## src/rtl/opsel_pkg.sv

```systemverilog
package opsel_pkg;

    localparam int N_ACT = 6;
    localparam int N_OP  = 3;

    localparam int A_DEC = 0;
    localparam int A_LDP = 1;
    localparam int A_LDQ = 2;
    localparam int A_ADD = 3;
    localparam int A_STP = 4;
    localparam int A_STQ = 5;

    localparam int O_DBL = 0;
    localparam int O_SUM = 1;
    localparam int O_XCH = 2;

    typedef enum logic [1:0] {
        PH_IDLE = 2'd0,
        PH_RUN  = 2'd1,
        PH_RET  = 2'd2
    } phase_e;

    typedef logic [N_ACT-1:0] act_vec_t;
    typedef logic [N_OP-1:0]  op_vec_t;

    // Condition of the precedence arc from action j to action k.
    function automatic logic arc_on(input op_vec_t s, input int j, input int k);
        logic r;
        r = 1'b0;
        if (j == A_DEC && k == A_LDP) r = 1'b1;
        if (j == A_DEC && k == A_LDQ) r = 1'b1;
        if (j == A_LDP && k == A_ADD) r = s[O_DBL] | s[O_SUM];
        if (j == A_LDQ && k == A_ADD) r = s[O_SUM];
        if (j == A_ADD && k == A_STP) r = s[O_DBL] | s[O_SUM];
        if ((j == A_LDP || j == A_LDQ) && (k == A_STP || k == A_STQ)) r = s[O_XCH];
        return r;
    endfunction

    // Condition of the arc from action j into completion.
    function automatic logic done_arc(input op_vec_t s, input int j);
        logic r;
        r = 1'b0;
        if (j == A_STP) r = 1'b1;
        if (j == A_STQ) r = s[O_XCH];
        return r;
    endfunction

    // Actions with a path to completion under the given select.
    function automatic act_vec_t member_mask(input op_vec_t s);
        act_vec_t m;
        for (int j = 0; j < N_ACT; j++) m[j] = done_arc(s, j);
        for (int it = 0; it < N_ACT; it++)
            for (int k = 0; k < N_ACT; k++)
                for (int j = 0; j < N_ACT; j++)
                    if (m[k] && arc_on(s, j, k)) m[j] = 1'b1;
        return m;
    endfunction

endpackage

```

## src/rtl/opsel_phase.sv

```systemverilog
module opsel_phase
    import opsel_pkg::*;
(
    input  logic    clk,
    input  logic    rst,
    input  logic    start_i,
    input  op_vec_t sel_i,
    input  logic    done_q,
    input  logic    ack_any,
    output phase_e  phase,
    output op_vec_t op_q
);
    always_ff @(posedge clk) begin
        if (rst) begin
            phase <= PH_IDLE;
            op_q  <= '0;
        end else begin
            case (phase)
                PH_IDLE: if (start_i && !ack_any) begin
                    op_q  <= sel_i;
                    phase <= PH_RUN;
                end
                PH_RUN:  if (done_q && !start_i) phase <= PH_RET;
                PH_RET:  if (!ack_any) phase <= PH_IDLE;
                default: phase <= PH_IDLE;
            endcase
        end
    end
endmodule

```

## src/rtl/opsel_gate.sv

```systemverilog
module opsel_gate
    import opsel_pkg::*;
#(
    parameter int IDX = 0
) (
    input  op_vec_t  op,
    input  act_vec_t ack,
    output logic     ready
);
    act_vec_t mem;
    always_comb begin
        mem   = member_mask(op);
        ready = mem[IDX];
        for (int j = 0; j < N_ACT; j++)
            if (arc_on(op, j, IDX) && !ack[j]) ready = 1'b0;
    end
endmodule

```

## src/rtl/opsel_done.sv

```systemverilog
module opsel_done
    import opsel_pkg::*;
(
    input  op_vec_t  op,
    input  act_vec_t ack,
    output logic     ready
);
    always_comb begin
        ready = 1'b1;
        for (int j = 0; j < N_ACT; j++)
            if (done_arc(op, j) && !ack[j]) ready = 1'b0;
    end
endmodule

```

## src/rtl/opsel_ctrl.sv

```systemverilog
module opsel_ctrl
    import opsel_pkg::*;
(
    input  logic             clk,
    input  logic             rst,
    input  logic             start_i,
    input  logic [N_OP-1:0]  sel_i,
    input  logic [N_ACT-1:0] ack_i,
    output logic [N_ACT-1:0] req_o,
    output logic             done_o
);
    phase_e   phase;
    op_vec_t  op_q;
    act_vec_t ready;
    act_vec_t req_q;
    logic     done_q;
    logic     done_rdy;
    logic     ack_any;

    assign ack_any = |ack_i;

    opsel_phase u_phase (
        .clk     (clk),
        .rst     (rst),
        .start_i (start_i),
        .sel_i   (sel_i),
        .done_q  (done_q),
        .ack_any (ack_any),
        .phase   (phase),
        .op_q    (op_q)
    );

    for (genvar g = 0; g < N_ACT; g++) begin : g_act
        opsel_gate #(.IDX(g)) u_gate (
            .op    (op_q),
            .ack   (ack_i),
            .ready (ready[g])
        );
    end

    opsel_done u_done (
        .op    (op_q),
        .ack   (ack_i),
        .ready (done_rdy)
    );

    always_ff @(posedge clk) begin
        if (rst) begin
            req_q  <= '0;
            done_q <= 1'b0;
        end else if (phase == PH_RUN && !(done_q && !start_i)) begin
            req_q  <= req_q | ready;
            done_q <= done_rdy;
        end else begin
            req_q  <= '0;
            done_q <= 1'b0;
        end
    end

    assign req_o  = req_q;
    assign done_o = done_q;
endmodule

```

## config.mk

```make
export PLATFORM = sky130hd
export DESIGN_NAME = opsel_ctrl
export DESIGN_NICKNAME = d
export VERILOG_FILES = /design/src/rtl/opsel_pkg.sv /design/src/rtl/opsel_phase.sv /design/src/rtl/opsel_gate.sv /design/src/rtl/opsel_done.sv /design/src/rtl/opsel_ctrl.sv
export SDC_FILE = /design/constraint.sdc
export NUM_CORES = 1
export LEC_CHECK = 0
export ABC_CLOCK_PERIOD_IN_PS = 1300
export BUFFER_PORTS_ARGS = -buffer_cell sky130_fd_sc_hd__buf_2
export CAP_MARGIN = 25
export CORE_UTILIZATION = 42
export DETAILED_ROUTE_END_ITERATION = 8
export GPL_TIMING_DRIVEN = 0
export MAX_ROUTING_LAYER = met4
export PLACE_DENSITY = 0.71
export SYNTH_ARGS = -nofsm -noshare
export SYNTH_HDL_FRONTEND = slang
export SYNTH_HIERARCHICAL = 1
export SYNTH_SLANG_ARGS = --single-unit
```

## constraint.sdc

```tcl
create_clock -name clk -period 1.3 [get_ports clk]
set_input_delay 0.26 -clock clk [delete_from_list [all_inputs] [get_ports clk]]
set_output_delay 0.26 -clock clk [all_outputs]
set_load 0.02 [all_outputs]
```

==> results list, run 1 <==
- Buffers added on ports: 18
- Post-CTS sizing: 0
- The core region is 1186 um2.
- The worst path in the final design needs a cycle of 1.213 ns, including I/O delays and setup.
* # clock sinks: 12
- CTS Root Buffer Type: clkbuf_4
- For this run, the detailed router's first-pass iteration total came to 4.
- Along the worst path, the maximum fanout reaches 4.
- Maximum root-to-sink buffer count: 2
- Yosys printed 6 warnings.
- The number of different library cells used by synthesis comes to 24.
* Count of final hold-check violations: 0
- The share of synthesized area in the top cell type comes to 0.4183.
- After detailed routing, the number of remaining DRC violations is 0.
- Data arrival time of the critical path: 1.38 ns
- Worst Skew: 0.004024 ns
- The tightest min-delay check is of the input pin to register type.
- For this configuration, the core starts out at a cell density of 0.4842.
- Post-synthesis sequential area ratio: 0.4183
* Unrepaired setup endpoints after global routing: no
- 19 I/O pins were placed.
- After layout, the design draws a total of 706.0 uW.
- In the post-synthesis netlist, the cell with the most instances is dfxtp_1.
- Counting flops and latches in the post-synthesis netlist gives 12.
- In the final routed layout, each cell accounts on average for 11.43 um.
- Of the cells placed in the final design, the portion with a size suffix greater than 1 is 0.4430.
- The filler cells instantiated in the layout total 102.
- Layout Cells excl Fill: 93
* Std cell rows: 12
* Worst slew slack as a fraction of its limit: 0.7745
* Height of the chip: 38.98 um
- The largest total area in the synthesized netlist belongs to dfxtp_1.
- The synthesized design contains 0 enable-type register cells.
- Leading register cell type out of synthesis: dfxtp_1
* Number of global-route vias before repair: 386
- Kind of cell adding the most delay to the critical path: simple AND/OR/NAND/NOR gates
* Maximum frequency from static timing analysis: 0.8247 GHz
* Crit path cell chain: buf_4, nor4_4, nand2_2, nor4b_4, mux2i_1, nor2_1
- Final Net Count: 92
* Clk pin slew, worst setup/hold paths: 0.07 ns
- Total setup violations reported at the end of the flow: 0
- In this design, the stage delay of the slowest critical-path cell is 0.34 ns.
- After detailed routing, the number of vias per cell comes to 4.978.
* Number of hold buffers added after CTS: 0
- Leak Pwr: 0.2922 nW
- For this design, the slowest cell found on the critical path is nor4b_4.
* GRT Resource Usage Total: 0.1751
- Actual slew at the worst max-slew pin: 0.3368 ns
- Synthesis produced 57 cells.
- At the later pin of the worst-skew pair, clock insertion delay measures 0.27 ns.
* Leading cell types by count after synthesis: dfxtp_1, nor2_1, nor3_2, mux2i_1, nor2b_1
* Endpoint type of the worst setup path: register
- Die Span X: 38.98 um
* Required time of the critical path: 1.46 ns
- At the end of the flow the core is filled with cells to 0.6276.
- Number of antenna diodes: 0
* Number of nets in the synthesized netlist: 69
* Number of antenna-violating nets in the routed design: 0
- Total overflow reported by the global router: 0
- Once placement completed, the tool counted placed cells totaling 89.
* Inserted Clock Buffers: 3
* Number of antenna violations at the first check in global routing: 0
- Routability-driven placement finished with a final weighted congestion of 0.6767.
- WP buf/inv: 1
* Maximum capacitance violations: 0
- TritonCTS built the clock tree.
- Summing over every cut layer, the via total after detailed routing is 463.
- Yosys attributes the largest share of cell area to dfxtp_1, nor3_2, nor2_1.
- Pin count of the biggest net entering global routing: 8
- # H-tree levels: 1
- Run status: finished, final reports clean
- Summing all flip-flop and latch instances after layout gives 240.2 um2.
- The max-slew violation count is 0.
- STA classifies the critical path startpoint as an input pin.
- Synth Cell Area: 574.3 um2
- Final Cycle Share: 0.9328
- Post-synthesis async set-or-reset flop share: 0
- IR analysis of the VDD net gives a maximum drop of 641.9 uV.
- Final HPWL from detailed placement: 823.8 um
- Area Overhead vs Synth: 29.63%
* Mean cell area of the mapped netlist: 10.08 um2
- Die area: 1519 um2
* Detailed router's first-iteration violation count: 1
* Area taken by multi-input logic gates: 331.6 um2
- Critical Setup Path Class: input pin to register
- First-pass GRT wire length: 1628 um
* Setup total negative slack: 0 ns
- Wires add up to 1063 um.
* PwrDens: 948.4 nW/um2
- Post-CTS Setup Inserts: 0
-- cells in the final DEF, fill, tap and decap left out --
cell	Yosys	routed
or3b_1	2	2
nor4b_4	1	1
nand2_1	2	1
and3_1	1	1
o31a_1	1	1
nor3_4	1	1
buf_2	1	17
nor3_2	5	5
nor3b_2	1	1
nand3b_1	1	1
nor2_1	11	11
clkbuf_8	0	1
buf_4	0	1
a21boi_1	1	1
mux2i_1	4	4
nor2b_1	3	3
o21a_1	1	1
nand2_2	0	1
clkbuf_4	0	3
buf_6	1	2
a21oi_1	2	2
or3_1	1	1
nor4_4	0	1
a2bb2oi_2	1	1
dfxtp_1	12	12
inv_1	1	1
nor3_1	1	1
nand2b_1	1	1
-- layout make-up --
| type | instances | area share |
|---|---|---|
| Timing Repair Buffer | 18 | 0.1328 |
| Sequential cell | 12 | 0.3227 |
| Multi-Input combinational cell | 42 | 0.4454 |
| Tap cell | 14 | 0.02353 |
| Inverter | 1 | 0.005042 |
| Clock buffer | 4 | 0.04874 |
| Buffer | 2 | 0.02185 |
-- where the power goes --
group | total [mW] | leakage, nW | internal (mW) | switching [mW]
sequential | 0.369 | 0.0966 | 0.368 | 0.00101
combinational | 0.0463 | 0.175 | 0.0255 | 0.0208
clock | 0.291 | 0.0210 | 0.170 | 0.121
total | 0.706 | 0.292 | 0.563 | 0.143
-- routing by layer --
metal,global-route usage,routed length [um],up-vias
met5,-,0,-
met4,0.1034,9,0
met3,0.05202,63,2
met2,0.2625,520,17
met1,0.2057,470,199
li1,-,-,245
-- cells by family after synthesis --
| kind of cell | Yosys count | synth area share |
|---|---|---|
| buffers and inverters | 3 | 0.03484 |
| AND/OR/NAND/NOR | 32 | 0.3922 |
| multiplexers | 4 | 0.06972 |
| AO/OA/AOI/OAI | 6 | 0.08497 |
| flip-flops | 12 | 0.4183 |
-- per-stage QoR --
step	area [um2]	hold slack, ns	worst slack, ns
6_report	744.5	0.2194	0.08741
5_1_grt	744.5	0.2306	0.002585
4_1_cts	735.7	0.2179	0.05895
3_5_place_dp	699.4	0.4776	-0.2270
3_3_place_gp	699.4	0.4729	-0.2043
2_1_floorplan	591.8	0.3291	0.003324
-- final timing paths --
| check | slack (ns) | cells after the start | to | startpoint |
|---|---|---|---|---|
| setup / recovery | 0.09 | 6 | u_phase/op_q[2]$_SDFFE_PP0P_ | ack_i[2] |
| hold / removal | 0.22 | 2 | u_phase/phase[1]$_SDFFE_PP0P_ | rst |
| setup reg to reg | 0.11 | 3 | req_o[0]$_SDFF_PP0_ | u_phase/phase[0]$_SDFFE_PP0P_ |
| hold reg to reg | 0.49 | 2 | req_o[5]$_SDFF_PP0_ | req_o[5]$_SDFF_PP0_ |
-- registers in the layout, indices dropped and copies added, names as in the netlist --
register / count
done_o: 1
u_phase/phase: 2
u_phase/op_q: 3
req_o: 6
Note: power is estimated with default switching activity, not from simulation.
==> run 2: changes to the inputs <==
--- a/config.mk
+++ b/config.mk
@@ -5,14 +5,17 @@
 export SDC_FILE = /design/constraint.sdc
 export NUM_CORES = 1
 export LEC_CHECK = 0
+export ABC_AREA = 1
 export ABC_CLOCK_PERIOD_IN_PS = 1300
 export BUFFER_PORTS_ARGS = -buffer_cell sky130_fd_sc_hd__buf_2
 export CAP_MARGIN = 25
-export CORE_UTILIZATION = 42
+export CELL_PAD_IN_SITES_DETAIL_PLACEMENT = 0
+export CELL_PAD_IN_SITES_GLOBAL_PLACEMENT = 1
+export CORE_UTILIZATION = 29
 export DETAILED_ROUTE_END_ITERATION = 8
 export GPL_TIMING_DRIVEN = 0
 export MAX_ROUTING_LAYER = met4
-export PLACE_DENSITY = 0.71
+export PLACE_DENSITY_LB_ADDON = 0.25
 export SYNTH_ARGS = -nofsm -noshare
 export SYNTH_HDL_FRONTEND = slang
 export SYNTH_HIERARCHICAL = 1
==> results list, run 2 <==
* Number of hold buffers added after CTS: 0
- Count of final hold-check violations: 0
- Post-synthesis mux area share: 0
* Buffers added on ports: 18
* Simple-gate share of the synthesized area: 0.3872
- Final Cycle Share: 0.8225
- Unrepaired setup endpoints after global routing: no
* Post-synthesis sequential area ratio: 0.3975
- Cell Count Post-Placement: 136
- Data on the critical path arrives at its endpoint at 0.81 ns.
- Across the VDD grid, the largest voltage drop is 367.0 uV.
- After technology mapping, the gate count stands at 91.
- Clock tree synthesis selected as its root buffer the cell clkbuf_4.
- Run status: finished, final reports clean
* Critical Setup Path Class: register to output port
- STA classifies the critical path endpoint as an output port.
* Placeable core region: 1962 um2
- Number of antenna violations at the first check in global routing: 0
- In the global route stage, overall resource usage came out at 0.1201.
* Setup total negative slack: 0 ns
- Worst Skew: 0.003888 ns
- Number of search-and-repair iterations in the first detailed-routing pass: 4
* Std cell rows: 16
- Yosys printed 6 warnings.
- I/O pin count: 19
- Die area: 2271 um2
- Leak Pwr: 0.3724 nW
- Actual slew at the worst max-slew pin: 0.2640 ns
- The layout has 241 filler cells.
* Clk pin slew, worst setup/hold paths: 0.08 ns
* Crit path cell chain: buf_2
- Complex-gate fraction of the synthesized area: 0.09110
- STA classifies the critical path startpoint as a register.
* Fraction of synthesized cell area in xor and xnor cells: 0
- Of the post-synthesis cell area, the dominant cell type holds 0.3975.
- Slowest cell on the critical path: dfxtp_1
- Compared with the post-synthesis result, the final layout area differs by 26.50%.
* Combined flip-flop and latch cell area: 240.2 um2
* Number of flip-flops under the largest register name: 6
- # H-tree levels: 1
- Final HPWL from detailed placement: 893.2 um
- Total overflow reported by the global router: 0
- Setup slack on the critical path of the routed design comes to 0.2307 ns.
- Top-count cell post-synth: nor2_1
* WP buf/inv: 1
- In the synthesized netlist the async set-or-reset flop fraction comes to 0.
- The number of global-route vias before repair is 436.
- After synthesis, the largest family of logic cells by area is simple AND/OR/NAND/NOR gates.
* Final Net Count: 126
- Area taken by multi-input logic gates: 289.0 um2
- TritonCTS clock tree: yes
- Based on the critical path, the design can be clocked at up to 0.9352 GHz.
- 0 antenna diodes ended up in the layout.
* Crit-path max FO: 3
* Flip-flop and latch count after synthesis: 12
- The tightest hold path in the finished design has a slack of 0.1970 ns.
- Maximum root-to-sink buffer count: 2
- Final critical path time including I/O delays and setup: 1.069 ns
- Counting instances in the post-synthesis netlist gives the leading cell types as nor2_1, inv_1, dfxtp_1, nand2_1.
- Measured against its own limit, the worst slew margin works out to 0.8238.
- Dividing the detail-routed wire length by the instance count gives 8.250 um.
* Number of synthesized flops with an enable pin: 0
* Synth top area cells: dfxtp_1, nor2_1, inv_1
* Cell taking the most area after synthesis: dfxtp_1
* Maximum capacitance violations: 0
- Of the cells placed in the final design, the portion with a size suffix greater than 1 is 0.3186.
- Detailed router's first-iteration violation count: 15
- In this run the remaining antenna-violating nets after routing total 0.
* Vias: 543
- Via density per instance: 3.879
- The max-slew violation count was 0.
* Inserted Clock Buffers: 3
* Commonest non-fill, non-tap cell in the layout: nor2_1
- Delay of the slowest cell on the worst path: 0.36 ns
- Required time of the critical path: 1.04 ns
- Counting every net in the synthesized netlist gives 103.
- DRC violation count after routing: 0
- After clock tree synthesis, the setup repair step added 0 buffers.
* Pin count of the biggest net entering global routing: 8
* PwrDens: 945.2 nW/um2
- The worst hold path belongs to the class input pin to register.
- At the placement stage, the worst setup path has a slack of 0.1093 ns.
* Die Span X: 47.65 um
* # clock sinks: 12
* Synth Cell Area: 604.3 um2
* Post-detailed-routing wire length: 1155 um
- Height of the chip: 47.65 um
* Post-Synth Adder-Cell Area: 0
- Gates resized during post-CTS repair numbered 0.
- The first global-routing pass estimated 1800 um of wire.
* Mean cell area of the mapped netlist: 6.641 um2
* Unique cell type count in the Yosys netlist: 12
- Routability-driven placement finished with a final weighted congestion of 0.6902.
- The later pin in the worst-skew pair is clocked with a latency of 0.27 ns.
- The finished layout holds 140 standard cells, fillers aside.
- Effective utilization at floorplan: 0.3080
- Total setup violations reported at the end of the flow: 0
- Top library cells by usage in the layout, fill and taps aside: nor2_1, inv_1, buf_2
* Leading register cell type out of synthesis: dfxtp_1
* Kind of cell adding the most delay to the critical path: flip-flops
-- run 2: cell count changes after synthesis, moves of 2 or more --
cell and delta:
nor3_2 -5, inv_1 +18, nor2b_1 -3, nand2_1 +9, a21oi_2 +4, or3b_1 -2, nor2_4 +2, mux2i_1 -4
nand3_1 +5, nor2_1 +15, a21oi_1 +2, nor2_2 +5
-- run 2: report_power, final --
part           leakage [nW]  total (mW)  internal [mW]  switching, mW
Combinational         0.255      0.0506         0.0219         0.0287
Clock                0.0210       0.302          0.170          0.132
Sequential           0.0966       0.370          0.368        0.00153
-- run 2: final cells by class --
class	count	share of cell area
clock buffers	4	0.04746
multi-input cells	59	0.3781
inverters	20	0.09820
flip-flops and latches	12	0.3142
well taps	27	0.04419
repair buffers	18	0.1178
-- run 2: routing by layer --
metal	routed length [um]	part of all wire	vias to the layer above	track usage
li1	-	-	314	-
met1	619	0.54	216	0.1572
met2	479	0.41	13	0.1699
met3	55	0.048	0	0.02642
met4	0	0	0	0.06667
met5	0	0	-	-
-- run 2: cells by family after synthesis --
group,count (synthesis)
buffers and inverters,20
AOI/OAI and AO/OA,8
DFF,12
and+or+nand+nor,51
-- run 2: path summary, 6_finish.rpt --
| path | start | to | slack (ns) | cells after the start |
|---|---|---|---|---|
| worst max-delay path | done_o$_SDFF_PP0_ | done_o | 0.23 | 1 |
| worst min-delay path | rst | u_phase/phase[1]$_SDFFE_PP0P_ | 0.20 | 2 |
| worst min register to register | req_o[2]$_SDFF_PP0_ | req_o[2]$_SDFF_PP0_ | 0.47 | 2 |
| worst max register to register | u_phase/op_q[2]$_SDFFE_PP0P_ | req_o[4]$_SDFF_PP0_ | 0.33 | 5 |
-- run 2: through the flow --
step	total power, mW	cell area [um2]	utilization
2_1_floorplan	0.4028	604.3	-
3_3_place_gp	0.4292	728.2	0.3712
3_5_place_dp	0.4297	728.2	0.3712
4_1_cts	0.7322	764.5	0.3897
5_1_grt	0.7540	764.5	0.3897
6_report	0.7226	764.5	0.3897
==> run 3: changes to the inputs <==
--- a/config.mk
+++ b/config.mk
@@ -6,12 +6,12 @@
 export NUM_CORES = 1
 export LEC_CHECK = 0
 export ABC_AREA = 1
-export ABC_CLOCK_PERIOD_IN_PS = 1300
+export ABC_CLOCK_PERIOD_IN_PS = 1040
 export BUFFER_PORTS_ARGS = -buffer_cell sky130_fd_sc_hd__buf_2
 export CAP_MARGIN = 25
 export CELL_PAD_IN_SITES_DETAIL_PLACEMENT = 0
 export CELL_PAD_IN_SITES_GLOBAL_PLACEMENT = 1
-export CORE_UTILIZATION = 29
+export CORE_UTILIZATION = 32
 export DETAILED_ROUTE_END_ITERATION = 8
 export GPL_TIMING_DRIVEN = 0
 export MAX_ROUTING_LAYER = met4
==> constraint.sdc (replaced) <==
create_clock -name clk -period 1.04 [get_ports clk]
set_input_delay 0.208 -clock clk [delete_from_list [all_inputs] [get_ports clk]]
set_output_delay 0.208 -clock clk [all_outputs]
set_load 0.02 [all_outputs]
==> results list, run 3 (synthesis gave the netlist of run 2 again) <==
- Entering global routing, the biggest net connects 8 pins.
* TritonCTS clock tree: yes
- Die Span X: 45.46 um
- Total setup violations reported at the end of the flow: 0
- The critical path is of the register to output port type.
- The flow ran to the end, and the final reports show no timing, DRC or antenna violations.
- CTS Root Buffer Type: clkbuf_4
- GRT Resource Usage Total: 0.1325
* WP buf/inv: 1
* Crit-path max FO: 3
- The net count of the finished layout is 126.
- # clock sinks: 12
* Worst-case vdd ir drop: 884.7 uV
- GP Congestion: 0.7267
- Data arrival time of the critical path: 0.77 ns
* Share of post-route cells with drive strength above 1: 0.3214
- Effective utilization at floorplan: 0.3462
- Vias: 559
* Number of antenna diodes: 0
* Number of antenna violations at the first check in global routing: 0
- The region available for standard cell placement spans 1745 um2.
- The worst setup path is captured at an output port.
- The analysis attributes to cell leakage a power of 0.3656 nW.
- The register with the most flip-flops in the layout has 6 of them.
- I/O pin count: 19
- M1 GR Usage: 0.1512
- STA classifies the critical path startpoint as a register.
* Worst-skew pair later-pin latency: 0.26 ns
* Crit path cell chain: buf_4
* Die area: 2066 um2
* Met2 usage: 0.2000
* Number of global-route vias before repair: 477
- In the layout the commonest cells are nor2_1, inv_1, buf_2.
* Required time of the critical path: 0.83 ns
- Commonest non-fill, non-tap cell in the layout: nor2_1
* Slowest cell on the critical path: dfxtp_1
- Kind of cell adding the most delay to the critical path: flip-flops
- During placement, the flow inserted port buffers numbering 18.
- With fillers left out, the area of the finished cells amounts to 752.0 um2.
- Delay of the slowest cell on the worst path: 0.35 ns
- Routed length per placed instance: 8.358 um
- Number of search-and-repair iterations in the first detailed-routing pass: 6
- Final critical path time including I/O delays and setup: 0.9730 ns
- Summed over all nets, the half-perimeter wirelength after detailed placement is 888.9 um.
- Maximum frequency from static timing analysis: 1.028 GHz
- TritonCTS created 3 clock buffers.
* Detailed router's first-iteration violation count: 6
* Via density per instance: 4.080
* DRC violation count after routing: 0
* Maximum capacitance violations: 0
- Actual slew at the worst max-slew pin: 0.2276 ns
- Post-detailed-routing wire length: 1145 um
- Worst Skew: 0.003050 ns
- For this run the aggregate overflow at the end of global routing stands at 0.
- Count of final hold-check violations: 0
- Area Overhead vs Synth: 24.43%
- Number of antenna-violating nets in the routed design: 0
- Clk pin slew, worst setup/hold paths: 0.07 ns
- Height of the chip: 45.46 um
* Number of max-slew violations in the final report: 0
- First-pass GRT wire length: 1842 um
- # H-tree levels: 1
- The number of setup buffers added after CTS is 0.
- Std cell rows: 15
* Number of hold buffers added after CTS: 0
* Met3 GRT Util: 0.07143
* Final hold slack: 0.1530 ns
- Worst min-delay path class: input pin to register
- Fill cells: 212
- The longest clock path from root to sink contains 2 buffers.
- Worst slew slack as a fraction of its limit: 0.8481
* Final Cycle Share: 0.9356
- After global routing, the most crowded layer is met2.
* Placement-stage cell area: 725.7 um2
- For this design the ratio of total power to cell area is 1065 nW/um2.
- Unrepaired setup endpoints after global routing: no
==> run 3: changes by cell type in the layout (fill, tap and decap cells not counted) <==
cell      previous run  this run
dfxtp_1             12        11
buf_2               18        17
clkbuf_8             1         0
dfxtp_2              0         1
buf_4                0         1
==> run 3: cell type report <==
| cell class | count | area (um2) | share of cell area |
|---|---|---|---|
| flip-flops and latches | 12 | 241.5 | 0.3211 |
| well taps | 25 | 31.28 | 0.04160 |
| multi-input cells | 59 | 289.0 | 0.3844 |
| clock buffers | 3 | 22.52 | 0.02995 |
| inverters | 20 | 75.07 | 0.09983 |
| repair buffers | 18 | 92.59 | 0.1231 |
==> run 3: worst paths after layout <==
kind / slack, ns / cells past startpoint / endpoint / startpoint
worst max-delay path: 0.07 / 1 / done_o / done_o$_SDFF_PP0_
worst min-delay path: 0.15 / 2 / u_phase/phase[0]$_SDFFE_PP0P_ / rst
worst max register to register: 0.12 / 5 / req_o[4]$_SDFF_PP0_ / u_phase/op_q[1]$_SDFFE_PP0P_
worst min register to register: 0.47 / 2 / req_o[3]$_SDFF_PP0_ / req_o[3]$_SDFF_PP0_
==> run 3: per-layer routing <==
| layer | vias to the layer above | wire length, um |
|---|---|---|
| li1 | 312 | - |
| met1 | 236 | 561 |
| met2 | 11 | 524 |
| met3 | 0 | 59 |
| met4 | 0 | 0 |
| met5 | - | 0 |
==> run 3: through the flow <==
stage	power [mW]	setup TNS (ns)	worst slack [ns]	instances	utilization
after floorplan	0.5034	0	0.1536	91	-
after global placement	0.5363	-0.2245	-0.07453	134	0.4158
after detailed placement	0.5370	-0.2086	-0.07040	134	0.4158
after CTS	0.8164	0	0.03025	137	0.4287
after global routing	0.8554	0	0.007602	137	0.4308
final	0.8008	0	0.06697	137	0.4308
==> run 3: timing repair <==
action                     in CTS  in global routing
gates resized for setup         0                  2
hold endpoints to repair        0                  0
setup endpoints to repair       0                  2
==> run 3: power breakdown <==
part	total [mW]	switching [mW]	internal (mW)
sequential	0.462	0.00196	0.460
clock	0.275	0.141	0.134
combinational	0.0633	0.0359	0.0275
